`config.mk`:
```
export PLATFORM = sky130hd
export DESIGN_NAME = pio_strobe_gen
export DESIGN_NICKNAME = d
export VERILOG_FILES = /design/src/rtl/pio_pkg.sv /design/src/rtl/pio_iordy_sync.sv /design/src/rtl/pio_timing_sel.sv /design/src/rtl/pio_strobe_gen.sv
export SDC_FILE = /design/constraint.sdc
export NUM_CORES = 1
export LEC_CHECK = 0
export CORE_MARGIN = 1
export CORE_UTILIZATION = 65
export CTS_CLUSTER_DIAMETER = 60
export CTS_CLUSTER_SIZE = 10
export DETAILED_ROUTE_END_ITERATION = 7
export DONT_BUFFER_PORTS = 1
export HOLD_SLACK_MARGIN = 0.02
export MAX_ROUTING_LAYER = met4
export PLACE_DENSITY_LB_ADDON = 0.05
export SLEW_MARGIN = 20
export SYNTH_ARGS = -nofsm -noshare
export SYNTH_HDL_FRONTEND = slang
export SYNTH_SLANG_ARGS = --single-unit
export TNS_END_PERCENT = 50
```
`constraint.sdc`:
```
create_clock -name clk -period 3.4 [get_ports clk]
set_clock_uncertainty 0.1 [all_clocks]
set_input_delay 0.34 -clock clk [delete_from_list [all_inputs] [get_ports clk]]
set_output_delay 0.34 -clock clk [all_outputs]
set_load 0.01 [all_outputs]
```
`src/rtl/pio_pkg.sv`:
```
package pio_pkg;

    localparam int CNT_W = 4;

    // timing word field positions
    localparam int F_DHIGH_LSB  = 0;   // data-port recovery, 4 bits
    localparam int F_DLOW_LSB   = 4;   // data-port strobe low, 4 bits
    localparam int F_CHIGH_LSB  = 8;   // register recovery, 4 bits
    localparam int F_CLOW_LSB   = 12;  // register strobe low, 4 bits
    localparam int F_DSETUP_LSB = 19;  // data-port setup, 3 bits
    localparam int F_CSETUP_LSB = 22;  // register setup, 3 bits

    typedef enum logic [2:0] {
        PH_IDLE,
        PH_SETUP,
        PH_ACTIVE,
        PH_WAIT,
        PH_RECOVER
    } phase_e;

    // phase lengths held as (clocks - 1)
    typedef struct packed {
        logic [CNT_W-1:0] setup_m1;
        logic [CNT_W-1:0] act_m1;
        logic [CNT_W-1:0] rec_m1;
    } phase_len_t;

endpackage

```
`src/rtl/pio_iordy_sync.sv`:
```
module pio_iordy_sync #(
    parameter int STAGES = 2
) (
    input  logic clk,
    input  logic rst_n,
    input  logic async_i,
    output logic sync_o
);
    logic [STAGES-1:0] sh_q;

    always_ff @(posedge clk or negedge rst_n) begin
        if (!rst_n) sh_q <= '1;
        else        sh_q <= {sh_q[STAGES-2:0], async_i};
    end

    assign sync_o = sh_q[STAGES-1];
endmodule

```
`src/rtl/pio_timing_sel.sv`:
```
module pio_timing_sel
    import pio_pkg::*;
#(
    parameter int WORD_W = 32
) (
    input  logic [WORD_W-1:0] word0_i,
    input  logic [WORD_W-1:0] word1_i,
    input  logic              drive_i,
    input  logic              data_port_i,
    output phase_len_t        len_o
);
    logic [WORD_W-1:0] word;
    logic [CNT_W-1:0]  raw [3];   // 0 setup, 1 active, 2 recovery

    assign word = drive_i ? word1_i : word0_i;

    always_comb begin
        if (data_port_i) begin
            raw[0] = {1'b0, word[F_DSETUP_LSB +: 3]};
            raw[1] = word[F_DLOW_LSB +: CNT_W];
            raw[2] = word[F_DHIGH_LSB +: CNT_W];
        end else begin
            raw[0] = {1'b0, word[F_CSETUP_LSB +: 3]};
            raw[1] = word[F_CLOW_LSB +: CNT_W];
            raw[2] = word[F_CHIGH_LSB +: CNT_W];
        end
    end

    // a zero field still yields one clock: store max(f,1)-1
    logic [CNT_W-1:0] m1 [3];
    for (genvar g = 0; g < 3; g++) begin : g_clamp
        assign m1[g] = (raw[g] == '0) ? '0 : raw[g] - 1'b1;
    end

    assign len_o.setup_m1 = m1[0];
    assign len_o.act_m1   = m1[1];
    assign len_o.rec_m1   = m1[2];
endmodule

```
`src/rtl/pio_strobe_gen.sv`:
```
module pio_strobe_gen
    import pio_pkg::*;
#(
    parameter int WAIT_MAX_CLKS     = 125,
    parameter int IORDY_SAMPLE_CLKS = 3,
    parameter int SYNC_STAGES       = 2
) (
    input  logic        clk,
    input  logic        rst_n,
    input  logic [31:0] tmg_drv0_i,
    input  logic [31:0] tmg_drv1_i,
    input  logic        req_valid_i,
    input  logic        req_drive_i,
    input  logic        req_write_i,
    input  logic        req_cs1_i,
    input  logic [2:0]  req_addr_i,
    input  logic [15:0] req_wdata_i,
    output logic [2:0]  ide_addr_o,
    output logic        ide_cs0_n_o,
    output logic        ide_cs1_n_o,
    output logic        ide_rd_n_o,
    output logic        ide_wr_n_o,
    output logic [15:0] ide_wdata_o,
    output logic        ide_wdata_oe_o,
    input  logic [15:0] ide_rdata_i,
    input  logic        ide_iordy_i,
    output logic        busy_o,
    output logic        done_o,
    output logic [15:0] rdata_o,
    output logic        timeout_o
);
    localparam int WAIT_W = $clog2(WAIT_MAX_CLKS + 1);

    typedef struct packed {
        phase_e           ph;
        logic [CNT_W-1:0] cnt;
        logic [CNT_W-1:0] idx;
        logic             sampled;
        logic             pend;
        logic             tmo_pend;
        logic [WAIT_W-1:0] wcnt;
        logic             write;
        logic             cs1;
        logic [2:0]       addr;
        logic [15:0]      wdata;
        logic [15:0]      rdata;
        phase_len_t       len;
        logic             done;
        logic             timeout;
    } state_t;

    state_t     s_q, s_d;
    phase_len_t sel_len;
    logic       iordy_s;
    logic       data_port;

    assign data_port = !req_cs1_i && (req_addr_i == 3'd0);

    pio_timing_sel u_sel (
        .word0_i     (tmg_drv0_i),
        .word1_i     (tmg_drv1_i),
        .drive_i     (req_drive_i),
        .data_port_i (data_port),
        .len_o       (sel_len)
    );

    pio_iordy_sync #(.STAGES(SYNC_STAGES)) u_sync (
        .clk     (clk),
        .rst_n   (rst_n),
        .async_i (ide_iordy_i),
        .sync_o  (iordy_s)
    );

    logic sample_now;
    logic pend_eff;

    always_comb begin
        s_d        = s_q;
        s_d.done    = 1'b0;
        s_d.timeout = 1'b0;
        sample_now = 1'b0;
        pend_eff   = s_q.pend;

        unique case (s_q.ph)
            PH_IDLE: begin
                if (req_valid_i) begin
                    s_d.ph       = PH_SETUP;
                    s_d.write    = req_write_i;
                    s_d.cs1      = req_cs1_i;
                    s_d.addr     = req_addr_i;
                    s_d.wdata    = req_wdata_i;
                    s_d.len      = sel_len;
                    s_d.cnt      = sel_len.setup_m1;
                    s_d.tmo_pend = 1'b0;
                end
            end
            PH_SETUP: begin
                if (s_q.cnt == '0) begin
                    s_d.ph      = PH_ACTIVE;
                    s_d.cnt     = s_q.len.act_m1;
                    s_d.idx     = '0;
                    s_d.sampled = 1'b0;
                    s_d.pend    = 1'b0;
                end else begin
                    s_d.cnt = s_q.cnt - 1'b1;
                end
            end
            PH_ACTIVE: begin
                sample_now = !s_q.sampled &&
                             ((int'(s_q.idx) == IORDY_SAMPLE_CLKS) || (s_q.cnt == '0));
                if (sample_now) begin
                    s_d.sampled = 1'b1;
                    s_d.pend    = !iordy_s;
                    pend_eff    = !iordy_s;
                end
                s_d.idx = s_q.idx + 1'b1;
                if (s_q.cnt == '0) begin
                    if (pend_eff && !iordy_s) begin
                        s_d.ph   = PH_WAIT;
                        s_d.wcnt = '0;
                    end else begin
                        s_d.ph    = PH_RECOVER;
                        s_d.cnt   = s_q.len.rec_m1;
                        s_d.rdata = ide_rdata_i;
                    end
                end else begin
                    s_d.cnt = s_q.cnt - 1'b1;
                end
            end
            PH_WAIT: begin
                if (iordy_s) begin
                    s_d.ph    = PH_RECOVER;
                    s_d.cnt   = s_q.len.rec_m1;
                    s_d.rdata = ide_rdata_i;
                end else if (s_q.wcnt == WAIT_W'(WAIT_MAX_CLKS - 1)) begin
                    s_d.ph       = PH_RECOVER;
                    s_d.cnt      = s_q.len.rec_m1;
                    s_d.rdata    = ide_rdata_i;
                    s_d.tmo_pend = 1'b1;
                end else begin
                    s_d.wcnt = s_q.wcnt + 1'b1;
                end
            end
            PH_RECOVER: begin
                if (s_q.cnt == '0) begin
                    s_d.ph      = PH_IDLE;
                    s_d.done    = 1'b1;
                    s_d.timeout = s_q.tmo_pend;
                end else begin
                    s_d.cnt = s_q.cnt - 1'b1;
                end
            end
            default: s_d.ph = PH_IDLE;
        endcase
    end

    always_ff @(posedge clk or negedge rst_n) begin
        if (!rst_n) begin
            s_q    <= '0;
            s_q.ph <= PH_IDLE;
        end else begin
            s_q <= s_d;
        end
    end

    logic strobe_on;
    assign strobe_on      = (s_q.ph == PH_ACTIVE) || (s_q.ph == PH_WAIT);
    assign busy_o         = (s_q.ph != PH_IDLE);
    assign ide_addr_o     = busy_o ? s_q.addr : 3'd0;
    assign ide_cs0_n_o    = !(busy_o && !s_q.cs1);
    assign ide_cs1_n_o    = !(busy_o && s_q.cs1);
    assign ide_rd_n_o     = !(strobe_on && !s_q.write);
    assign ide_wr_n_o     = !(strobe_on && s_q.write);
    assign ide_wdata_o    = s_q.wdata;
    assign ide_wdata_oe_o = busy_o && s_q.write;
    assign done_o         = s_q.done;
    assign timeout_o      = s_q.timeout;
    assign rdata_o        = s_q.rdata;
endmodule

```
==> results.yml <==
outcome:
  status: "completed"
cells_and_area:
  fin_cells: 376
  final_common_cell: "dfrtp_1"
  drive_gt1_share_pct: 26.6
  area_delta_synth_final_pct: 2.05
  diodes: 0
  nNetsFinal: 411
  layout_common_cells: "68 x dfrtp_1, 38 x mux2_2, 23 x nand2_1"
clock_tree:
  cts_max_level: 3
  cts_buffer_depth: 2
  post_cts_resized: 0
  path_clk_slew_ns: 0.08
  cts_root_buf: "clkbuf_8"
  numCtsBuffers: 9
  clock_latency_ns: 0.33
  tritoncts: "done"
  cts.sinks: 70
worst_setup_path:
  slowest_delay_ns: 0.70
  r2r-start: "s_q[65]$_DFFE_PN0P_"
  path_max_fanout: 17
  crit_chain: "inv_1 > ha_1 > or3b_1 > nor2_1 > o211ai_2 > mux2_2"
  cp-start-kind: "flip-flop"
  critical_path_required_ns: 3.51
  path_class: "reg2reg"
  critical-path-slowest-cell: "o211ai_2"
  cp_top_family: "compound AO/OA/AOI/OAI gates"
  path_buf_inv: 1
  setup.worst_path.end_class: "flip-flop"
  startpoint: "s_q[65]$_DFFE_PN0P_"
  critPathArrivalTime_ns: 2.57
global_routing:
  grt_first_pass_wirelength_mm: 9.90
  antenna_found_initial: 0
  grt_overflow: 0
  grt_pass1_vias: 2241
  grt_use_total_pct: 21.9
  grt_max_degree: 71
synthesis:
  ys.warnings.count: 0
  ys_ff_latch: 70
  yosys_most_used_dff: "dfrtp_1"
  syn-cell-area_sq_mm: 0.00379
  synth_async_sr_flop_share_pct: 100
  synth_nets: 440
  synth_cell_types: 51
  seq_area_frac_synth_pct: 46.3
  syn_area_per_cell_sq_um: 11.5
  synth_top_area_cell: "dfrtp_1"
  synth_top_cell_area_share_pct: 44.9
  synth_cells: 329
  synth_area_leaders: "dfrtp_1 45%, mux2_2 11%, buf_4 6.7%"
  synth-edff-count: 0
timing:
  max_clock_freq_mhz: 406
  period_share_pct: 72.4
  max_slew_margin_pct: 41.7
  setup_viol: 0
  hold_viol: 0
  setup_tns_ns: 0
  slew_viol_final: 0
  whs_ns: 0.0532
  tightest_slew_ns: 0.872
  layout_setup_ws_ns: 0.938
  post-route-min-period_ns: 2.46
  rsz0062_at_grt: "false"
floorplanning:
  coreArea_sq_mm: 0.00557
  die_y_um: 78.4
  initial_core_util_pct: 68.0
  rows: 27
  fp.dieW_um: 78.4
  die-area_sq_mm: 0.00614
  num_io_pins: 149
run:
  maxCapViolations: 0
drt:
  drt_iter0_drc: 85
  drc: 0
  vias: 2293
  vias_per_cell: 6.10
  drt_pass1_iterations: 4
  ant_nets: 0
  wirelength_mm: 6.15
  wl_per_cell_um: 16.4
power_and_ir_drop:
  finalPower_mw: 3.47
  power.density_mw_per_mm2: 896
  ir_drop_mv: 0.594
  leakage_nw: 1.61
min_path:
  hold_class: "in2reg"
  holdCritStartpoint: "req_wdata_i[0]"
placed_design:
  dp_cells: 358
  dp_hpwl_mm: 4.51
  port_buffers: 0
  gp_congestion: 0.778
  pre_cts_ws_ns: 0.929
## stage by stage
stage	cell area, sq um	utilization, %
after floorplan	3790	-
after global placement	3610	64.8
after detailed placement	3610	64.8
after CTS	3870	69.4
after global routing	3870	69.4
final	3870	69.4
## Yosys cell counts, types with 3 or more instances
cell / count
dfrtp_1: 68
buf_2: 3
nand2_1: 23
nand4_1: 6
nor2b_1: 4
o21ai_0: 21
buf_4: 34
xor2_1: 7
or3b_1: 3
nand2b_1: 5
mux2_2: 38
clkbuf_1: 8
inv_1: 7
nor2_1: 18
or2_2: 3
mux4_2: 11
and2_1: 6
a21oi_1: 5
a22o_1: 7
o31ai_1: 4
nor3_1: 6
a32oi_1: 3
ha_1: 5
## worst reg2reg max path, cell delays in order (launching register included)
cell and delay [ns]:
dfrtp_1 0.36, inv_1 0.08, ha_1 0.23, or3b_1 0.36, nor2_1 0.10, o211ai_2 0.70
mux2_2 0.42
## what timing repair did
item	in CTS	in global routing
hold endpoints to repair	71	0
buffers inserted	0	0
hold buffers	3	0
## power by group
| group | internal (mW) | switching [mW] |
|---|---|---|
| logic | 0.610 | 0.565 |
| clock network | 0.409 | 0.299 |
| registers | 1.19 | 0.395 |
## sequential cells by signal (all words and copies together) (netlist names)
name	flops
u_sync.sh_q	2
s_q	34
ide_wdata_o	16
done_o	1
timeout_o	1
rdata_o	16
## kinds of logic (layout without fill, tap and decap cells)
group,Yosys count,in the layout,share of synthesized area (%)
multiplexers,51,51,18.3
flip-flops,70,70,46.3
AO/OA/AOI/OAI,57,57,11.0
XOR/XNOR,8,8,1.85
buffers and inverters,53,28,8.91
adder cells (fa/ha/maj),5,5,1.65
AND/OR/NAND/NOR,85,85,12.0
## worst paths after layout
path / to / cells after the start / slack (ns)
max reg2reg: rdata_o[0]$_DFFE_PN0P_ / 6 / 0.94
min reg2reg: u_sync.sh_q[1]$_DFF_PN1_ / 0 / 0.26
max in group asynchronous: u_sync.sh_q[1]$_DFF_PN1_ / 2 / 2.46
max: rdata_o[0]$_DFFE_PN0P_ / 6 / 0.94
min in group asynchronous: s_q[56]$_DFFE_PN0P_ / 2 / 0.45
min: ide_wdata_o[0]$_DFFE_PN0P_ / 1 / 0.05
## layer usage
layer | GRT usage (%) | up-vias | part of all wire [%] | wire length [um]
met5 | - | - | 0 | 0
met4 | 11.5 | 0 | 1.3 | 78
met3 | 5.23 | 9 | 7.0 | 430
met2 | 34.9 | 96 | 49 | 3020
met1 | 26.0 | 1097 | 43 | 2620
li1 | - | 1091 | - | -
## final cells by class
type	count	area, sq um
multi-input cells	206	1710
flip-flops and latches	70	1750
repair buffers	6	82.6
well taps	72	90.1
clock buffers	9	124
fillers	425	1700
inverters	7	26.3
clock inverters	6	86.3
No activity file was read; power rests on OpenSTA's default activity.
